File: src/rtl/ssh_pkg.sv
package ssh_pkg;
  localparam int unsigned CNT_W  = 16;
  localparam int unsigned FREQ_W = 32;
  localparam int unsigned HALF_W = FREQ_W / 2;
  localparam int unsigned ADDR_W = 3;

  typedef enum logic [ADDR_W-1:0] {
    A_SOFT       = 3'd0,
    A_CTRL       = 3'd1,
    A_START_HOLD = 3'd2,
    A_HOP_HOLD   = 3'd3,
    A_STAGE_LO   = 3'd4,
    A_STAGE_HI   = 3'd5
  } reg_addr_e;

  // control register, bit 5 down to bit 0
  typedef struct packed {
    logic hop_cont;
    logic first_only;
    logic hop_sel;
    logic start_sel;
    logic hop_en;
    logic start_en;
  } ctrl_t;

  localparam int unsigned CTRL_W = $bits(ctrl_t);

  // counter step: idle (zero) stays idle
  function automatic logic [CNT_W-1:0] cnt_next(input logic [CNT_W-1:0] c);
    return (c != '0) ? c - CNT_W'(1) : '0;
  endfunction

  // a countdown expires on the cycle it holds one
  function automatic logic cnt_expired(input logic [CNT_W-1:0] c);
    return c == CNT_W'(1);
  endfunction
endpackage

File: src/rtl/ssh_ctrl_regs.sv
module ssh_ctrl_regs
  import ssh_pkg::*;
(
  input  logic                     clk,
  input  logic                     rst_n,
  input  logic                     wr_en,
  input  logic [ADDR_W-1:0]        wr_addr,
  input  logic [HALF_W-1:0]        wr_data,
  output ctrl_t                    ctrl,
  output logic [CNT_W-1:0]         start_hold,
  output logic [CNT_W-1:0]         hop_hold,
  output logic [FREQ_W-1:0]        staged_word,
  output logic                     soft_start,
  output logic                     soft_hop
);
  logic [HALF_W-1:0] stage_lo_q, stage_hi_q;
  logic              sel_soft;

  assign sel_soft    = wr_en && (wr_addr == A_SOFT);
  assign soft_start  = sel_soft && wr_data[0];
  assign soft_hop    = sel_soft && wr_data[1];
  assign staged_word = {stage_hi_q, stage_lo_q};

  always_ff @(posedge clk) begin
    if (!rst_n) begin
      ctrl       <= '0;
      start_hold <= '0;
      hop_hold   <= '0;
      stage_lo_q <= '0;
      stage_hi_q <= '0;
    end else if (wr_en) begin
      case (wr_addr)
        A_CTRL:       ctrl       <= ctrl_t'(wr_data[CTRL_W-1:0]);
        A_START_HOLD: start_hold <= wr_data[CNT_W-1:0];
        A_HOP_HOLD:   hop_hold   <= wr_data[CNT_W-1:0];
        A_STAGE_LO:   stage_lo_q <= wr_data;
        A_STAGE_HI:   stage_hi_q <= wr_data;
        default: ;
      endcase
    end
  end
endmodule

File: src/rtl/ssh_sync_router.sv
module ssh_sync_router (
  input  logic clk,
  input  logic rst_n,
  input  logic sync_pin,
  input  logic start_en,
  input  logic start_sel,
  input  logic hop_en,
  input  logic hop_sel,
  input  logic first_only,
  output logic pin_start,
  output logic pin_hop,
  output logic seen
);
  logic pin_q, pin_edge, route_start, route_hop, allow;

  assign pin_edge    = sync_pin && !pin_q;
  assign route_start = start_en && start_sel;
  assign route_hop   = hop_en && hop_sel;
  assign allow       = !(first_only && seen);
  assign pin_start   = pin_edge && route_start && allow;
  assign pin_hop     = pin_edge && route_hop && allow;

  always_ff @(posedge clk) begin
    if (!rst_n) begin
      pin_q <= 1'b0;
      seen  <= 1'b0;
    end else begin
      pin_q <= sync_pin;
      seen  <= first_only ? (seen || (pin_edge && (route_start || route_hop))) : 1'b0;
    end
  end
endmodule

File: src/rtl/ssh_holdoff_counter.sv
module ssh_holdoff_counter
  import ssh_pkg::*;
(
  input  logic             clk,
  input  logic             rst_n,
  input  logic             load,
  input  logic [CNT_W-1:0] load_val,
  output logic [CNT_W-1:0] count,
  output logic             fire
);
  assign fire = cnt_expired(count);

  always_ff @(posedge clk) begin
    if (!rst_n)    count <= '0;
    else if (load) count <= load_val;
    else           count <= cnt_next(count);
  end
endmodule

File: src/rtl/sync_start_hop_ctrl.sv
module sync_start_hop_ctrl
  import ssh_pkg::*;
(
  input  logic                clk,
  input  logic                rst_n,
  input  logic                wr_en,
  input  logic [ADDR_W-1:0]   wr_addr,
  input  logic [HALF_W-1:0]   wr_data,
  input  logic                sync_pin,
  output logic                sleep,
  output logic [FREQ_W-1:0]   freq_word,
  output logic                acc_clear
);
  localparam int unsigned NPATH = 2; // 0 = start, 1 = hop

  ctrl_t             ctrl;
  logic [CNT_W-1:0]  start_hold, hop_hold;
  logic [FREQ_W-1:0] staged_word;
  logic              soft_start, soft_hop, pin_start, pin_hop, seen;

  logic [NPATH-1:0]  trig, fire;
  logic [CNT_W-1:0]  hold [NPATH];
  logic [CNT_W-1:0]  cnt  [NPATH];

  // named events for the checker
  logic             start_trig, hop_trig, start_fire, hop_fire;
  logic [CNT_W-1:0] start_cnt;

  ssh_ctrl_regs u_regs (
    .clk(clk), .rst_n(rst_n), .wr_en(wr_en), .wr_addr(wr_addr), .wr_data(wr_data),
    .ctrl(ctrl), .start_hold(start_hold), .hop_hold(hop_hold),
    .staged_word(staged_word), .soft_start(soft_start), .soft_hop(soft_hop)
  );

  ssh_sync_router u_router (
    .clk(clk), .rst_n(rst_n), .sync_pin(sync_pin),
    .start_en(ctrl.start_en), .start_sel(ctrl.start_sel),
    .hop_en(ctrl.hop_en), .hop_sel(ctrl.hop_sel), .first_only(ctrl.first_only),
    .pin_start(pin_start), .pin_hop(pin_hop), .seen(seen)
  );

  assign trig[0] = soft_start || pin_start;
  assign trig[1] = soft_hop || pin_hop;
  assign hold[0] = start_hold;
  assign hold[1] = hop_hold;

  for (genvar g = 0; g < NPATH; g++) begin : g_path
    ssh_holdoff_counter u_cnt (
      .clk(clk), .rst_n(rst_n), .load(trig[g]), .load_val(hold[g]),
      .count(cnt[g]), .fire(fire[g])
    );
  end

  assign start_trig = trig[0];
  assign hop_trig   = trig[1];
  assign start_fire = fire[0];
  assign hop_fire   = fire[1];
  assign start_cnt  = cnt[0];

  always_ff @(posedge clk) begin
    if (!rst_n) begin
      sleep     <= 1'b1;
      freq_word <= '0;
      acc_clear <= 1'b0;
    end else begin
      if (start_fire) sleep <= 1'b0;
      if (hop_fire)   freq_word <= staged_word;
      acc_clear <= hop_fire && !ctrl.hop_cont;
    end
  end
endmodule

File: config.mk
export PLATFORM = sky130hd
export DESIGN_NAME = sync_start_hop_ctrl
export DESIGN_NICKNAME = d
export VERILOG_FILES = /design/src/rtl/ssh_pkg.sv /design/src/rtl/ssh_ctrl_regs.sv /design/src/rtl/ssh_sync_router.sv /design/src/rtl/ssh_holdoff_counter.sv /design/src/rtl/sync_start_hop_ctrl.sv
export SDC_FILE = /design/constraint.sdc
export NUM_CORES = 1
export LEC_CHECK = 0
export BUFFER_PORTS_ARGS = -buffer_cell sky130_fd_sc_hd__clkbuf_2
export CAP_MARGIN = 5
export CORE_MARGIN = 10
export CORE_UTILIZATION = 63
export DETAILED_ROUTE_END_ITERATION = 8
export PLACE_DENSITY = 0.87
export REMOVE_ABC_BUFFERS = 1
export SLEW_MARGIN = 10
export SYNTH_ARGS = -nofsm -noshare
export SYNTH_HDL_FRONTEND = slang
export SYNTH_SLANG_ARGS = --single-unit
File: constraint.sdc
create_clock -name clk -period 4.2 [get_ports clk]
set_clock_uncertainty 0.1 [all_clocks]
set_input_delay 0.84 -clock clk [delete_from_list [all_inputs] [get_ports clk]]
set_output_delay 0.84 -clock clk [all_outputs]
set_load 0.01 [all_outputs]
# == After elaboration in Yosys (flattened, before gate mapping) ==
# Cells that the tools add are included.
# op_classes
add_sub_neg,2
eq_ne,7
n_mux,4
reduce_logical,29
# op_table
cell,n
16-bit two-way mux,4
"16-bit by 1-bit equality test with 1-bit output, second input constant",2
16-bit nonzero test,2
"16-bit by 1-bit subtractor with 16-bit output, second input constant",2
1-bit logical AND,13
2-bit AND reduction,6
"3-bit by 2-bit equality test with 1-bit output, second input constant",2
"3-bit equality test, second input constant",2
1-bit logical OR,4
"3-bit by 1-bit equality test with 1-bit output, second input constant",1
1-bit logical NOT,3
3-bit logical NOT,1
# word_totals
ff_bits,138
inputBits,23
wordCells,59

# == Longest topological paths before layout ==
# depth
word_depth,6
depth_mapped,8
ltp_nobuf,7

# == Hierarchy ==
# From an unflattened synthesis, not the netlist that was laid out.
# hier_totals
hier_cells,590
area_unflattened_um2,5881.9
# modules_own_cells
mod,n_inst,cells_per_inst,area_per_inst_um2,seq_area_each_um2
ssh_ctrl_regs,1,254,2640.0,1401.3
ssh_holdoff_counter,2,107,908.4,320.3
sync_start_hop_ctrl,1,110,1313.8,680.7
ssh_sync_router,1,12,111.4,40.0

# == Worst setup path after synthesis ==
# Ideal clock, no wire load.
# synth_path
kind,input-to-reg
from,in sync_pin
to,reg g_path[1].u_cnt.count[3]
setup_ns,0.070
arrival_time_ns,1.880
required_time_ns,4.030
path_slack_ns,2.150
cell_stages,6
path_cell_list,nor2b_1 > a32o_1 > buf_2 > a41oi_4 > o21ai_0 > a21boi_1
# synth_between
elab_chain_len,5
# synth_lines
item,line_no,text
"start, declared",sync_start_hop_ctrl.sv:9,"input logic sync_pin,"
1-bit logical AND,ssh_sync_router.sv:16,assign pin_edge = sync_pin && !pin_q;
1-bit logical AND (2 in series),ssh_sync_router.sv:21,assign pin_hop = pin_edge && route_hop && allow;
1-bit logical OR,sync_start_hop_ctrl.sv:43,assign trig[1] = soft_hop || pin_hop;
16-bit two-way mux,ssh_holdoff_counter.sv:15,else if (load) count <= load_val;
"end signal, assigned",ssh_holdoff_counter.sv:15,
"end signal, assigned",ssh_holdoff_counter.sv:16,else count <= cnt_next(count);
"end, declared",ssh_holdoff_counter.sv:8,"output logic [CNT_W-1:0] count,"
# No other way between the ends.
# A chain may end at the register's enable or synchronous reset.

# == Worst setup path after layout ==
# layout_path
from,in wr_addr[0]
to,reg u_regs.stage_lo_q[11]
# layout_between
elab_chain_len,2
# layout_lines
item,line_no,text
"start, declared",sync_start_hop_ctrl.sv:7,"input logic [ADDR_W-1:0] wr_addr,"
3-bit equality test,ssh_ctrl_regs.sv:32,case (wr_addr)
2-bit AND reduction (no line),--,
"end signal, assigned",ssh_ctrl_regs.sv:36,A_STAGE_LO: stage_lo_q <= wr_data;
"end, declared",ssh_ctrl_regs.sv:16,"logic [HALF_W-1:0] stage_lo_q, stage_hi_q;"
# No other way between the ends.

==> results.rst <==
.. list-table::
   :header-rows: 1

   * - Metric
     - Value
   * - Clock Pin Slew Worst Setup and Hold Paths
     - 70 ps
   * - Maximum cell stage delay along the critical path
     - 960 ps
   * - Number of stages on the worst hold path
     - 2
   * - Count of pins over their slew limit
     - 0
   * - Power density relative to cell area
     - 654.6 mW/mm2
   * - Number of ports placed on the die boundary
     - 57
   * - Antenna-violating nets left
     - 0
   * - Depth of the most critical reg-to-reg path
     - 5
   * - Period Utilization, post-route
     - 54.46%
   * - Biggest area contributors in the synthesized netlist
     - dfxtp_1, nand2_1, a21boi_0
   * - Area after detailed placement
     - 0.006170 mm2
   * - DIE AREA
     - 0.01366 mm2
   * - Total length of routed wires
     - 14030 um
   * - Portion of the post-synthesis area used by sequential elements
     - 46.71%
   * - Hold violation count in the final report
     - 0
   * - Number of diodes added for antenna fixing
     - 0
   * - # rows
     - 35
   * - Fraction of post-synthesis cell area in the top cell type by area
     - 46.71%
   * - Worst min-delay path endpoint
     - freq_word[5]
   * - Vias per Instance
     - 5.773
   * - Critical path class
     - input port to register
   * - Result of the run
     - finished clean
   * - Most used flip-flop cell after synthesis
     - dfxtp_1
   * - Routability congestion estimate from global placement
     - 0.8687
   * - Number of iterations in the first detailed-routing pass
     - 7
   * - Leftover overflow at the end of global routing
     - 0
   * - Mean routed wirelength per cell
     - 17.02 um
   * - Synth warn
     - 0
   * - Startpoint types
     - input port
   * - Cts hold-fix bufs
     - 0
   * - Post-layout instance area
     - 0.006782 mm2
   * - Inserted Clock Buffers
     - 17
   * - Total of flip-flops plus latches after synthesis
     - 138
   * - H-Tree Level Count
     - 4
   * - Die Width
     - 116.9 um
   * - Crit-path cells
     - clkbuf_2 > nand2b_1 > nor2_1 > nand2_1 > a21boi_0
   * - Area added between synthesis and finish
     - 14.66%
   * - CTS tree
     - done
   * - Timing-limited maximum frequency
     - 0.4372 GHz
   * - Arrival time worst endpoint
     - 2610 ps
   * - Worst endpoint required time
     - 4520 ps
   * - Max-cap violations
     - 0
   * - Final Util
     - 73.74%
   * - Die Y-Extent
     - 116.9 um
   * - Remaining DRCs
     - 0
   * - Post-synth EDFFs
     - 0
   * - Top cell type by total area after synthesis
     - dfxtp_1
   * - Overall fraction of global-route tracks in use
     - 21.18%
   * - First-pass GRT wire length
     - 23130 um
   * - Post-CTS repair timing setup buffer count
     - 0
   * - Shortest period the worst path allows
     - 2287 ps
   * - Endpoint of the most critical register-to-register path
     - freq_word[3]
   * - Worst R2R Setup Slack
     - 1920 ps
   * - Pin count of the biggest net entering global routing
     - 141
   * - Core outline area
     - 0.009196 mm2
   * - Number of buffer cells added on primary ports
     - 56
   * - Proportion of synthesized flip-flops having asynchronous set or reset
     - 0%
   * - Hold Crit Start
     - freq_word[5]
   * - Mean post-synth cell area
     - 8.975 um2
   * - Max Root-Sink Buffers
     - 2
   * - Number of global-route vias before repair
     - 4790
   * - Root Driver
     - clkbuf_8
   * - Final Net Count
     - 727
   * - Number of buffers and inverters on the critical path
     - 1
   * - Slew at the pin with the worst max-slew slack
     - 1292 ps
   * - Cell with the largest stage delay on the worst path
     - nor2_1
   * - Number of antenna violations at the first check in global routing
     - 0
   * - Via count
     - 4757
   * - Setup violators final
     - 0
   * - Post-synthesis cell area
     - 0.005914 mm2
   * - Commonest cells in the netlist
     - nand2_1, dfxtp_1, a21boi_0
   * - Number of distinct library cells after synthesis
     - 49
   * - Origin of the critical flop-to-flop path
     - g_path[1].u_cnt.count[5]
   * - Share of post-route cells with drive strength above 1
     - 19.64%
   * - Highest ir drop seen on vdd
     - 448.1 uV
   * - Leakage power
     - 2.441 nW
   * - Path class of the lowest-slack min-delay path
     - register to register
   * - Worst-path fanout max
     - 16
   * - Sink count of the clock tree
     - 138
   * - Most frequently used cell type in the post-synthesis netlist
     - nand2_1
   * - Slew headroom
     - 13.54%
   * - Final setup TNS
     - 0 ps
   * - Initial DRC count
     - 403
   * - Kind of end point of the critical path
     - register
   * - Largest delay share family, worst path
     - simple AND/OR/NAND/NOR gates
   * - Tot Pwr
     - 0.004439 W
   * - Clock latency on the worst-skew pair
     - 520 ps
   * - Syn Inst Count
     - 659
   * - CTS resizes
     - 0
   * - Starting Density
     - 64.31%
   * - Unrepaired setup endpoints after global routing
     - false
   * - Estimated wirelength of the detail-placed design
     - 8782 um
## per-stage QoR
stage / std cells / setup WS [ps] / hold WS [ps]
2_1_floorplan: 624 / 2018 / 327.7
3_3_place_gp: 792 / 1585 / 337.2
3_5_place_dp: 792 / 1513 / 342.1
4_1_cts: 824 / 1505 / 358.5
5_1_grt: 824 / 1787 / 369.7
6_report: 824 / 1913 / 355.7
## layout make-up
class,count,area [um2]
Clock inverter,14,182.7
Fill cell,627,2415
Tap cell,111,138.9
Timing Repair Buffer,57,290.3
Sequential cell,138,2763
Clock buffer,18,427.9
Multi-Input combinational cell,480,2957
Inverter,6,22.52
## power by group
group,internal [W],total [W],switching (W)
sequential,0.00146,0.00164,0.000177
combinational,0.000545,0.00128,0.000731
clock,0.000933,0.00153,0.000592
total,0.00294,0.00444,0.00150
## sequential cells by signal (all words and copies together) (netlist names)
signal / count
u_regs.hop_hold: 16
u_regs.start_hold: 16
u_regs.ctrl: 6
g_path.u_cnt.count: 32
u_regs.stage_hi_q: 16
freq_word: 32
u_router.pin_q: 1
sleep: 1
u_router.seen: 1
u_regs.stage_lo_q: 16
acc_clear: 1
## worst min-delay path, delay by kind of cell, from the launching register on
| kind | cells | cell delay [ps] |
|---|---|---|
| flip-flops | 1 | 310 |
| AND/OR/NAND/NOR | 1 | 60 |
| AO/OA/AOI/OAI | 1 | 40 |
## worst max path at each step
| stage | start | end | slack [ps] | cells after the start |
|---|---|---|---|---|
| floorplan | wr_addr[2] | g_path[0].u_cnt.count[10] | 2020 | 5 |
| global placement | wr_addr[2] | g_path[0].u_cnt.count[10] | 1580 | 6 |
| detailed placement | wr_addr[2] | g_path[1].u_cnt.count[13] | 1510 | 6 |
| CTS | g_path[1].u_cnt.count[5] | freq_word[3] | 1500 | 5 |
| global route | g_path[1].u_cnt.count[5] | freq_word[27] | 1790 | 5 |
| finish | wr_addr[0] | u_regs.stage_lo_q[11] | 1910 | 5 |
## metal layers
layer  up-vias  routed length, um  GRT usage, %
met1      2278               5701         24.11
met2       174               7262         37.53
met3        24                786         4.842
li1       2281                  -             -
met5         -                  0             0
met4         0                274         8.320
## placed cells by master (no fill, tap or decap), drive strengths merged
cell type,count
nand2,208
clkbuf,73
xor2,17
a41oi,1
xnor2,9
a21oi,1
clkinvlp,3
mux2i,6
nor4b,3
inv,12
nand3b,2
clkinv,2
nor4,4
a32o,2
bufinv,3
nor2b,26
a22oi,16
a21boi,98
buf,2
nor2,14
and3,2
a21bo,1
or3,4
nor3,4
nor3b,2
ha,4
o31a,2
and2,3
o21ai,16
or2,1
nand2b,5
a31oi,1
dfxtp,138
or4,1
nand4b,3
and3b,1
nand4,2
nand3,21
## logic make-up after synthesis
logic type	after synthesis	synth area share (%)
xor+xnor	26	3.850
buf+inv	41	3.321
simple gates	306	24.75
flops	138	46.71
mux	6	1.015
compound gates	138	19.50
fa+ha+maj	4	0.8462
(Power assumes the default switching activity.)
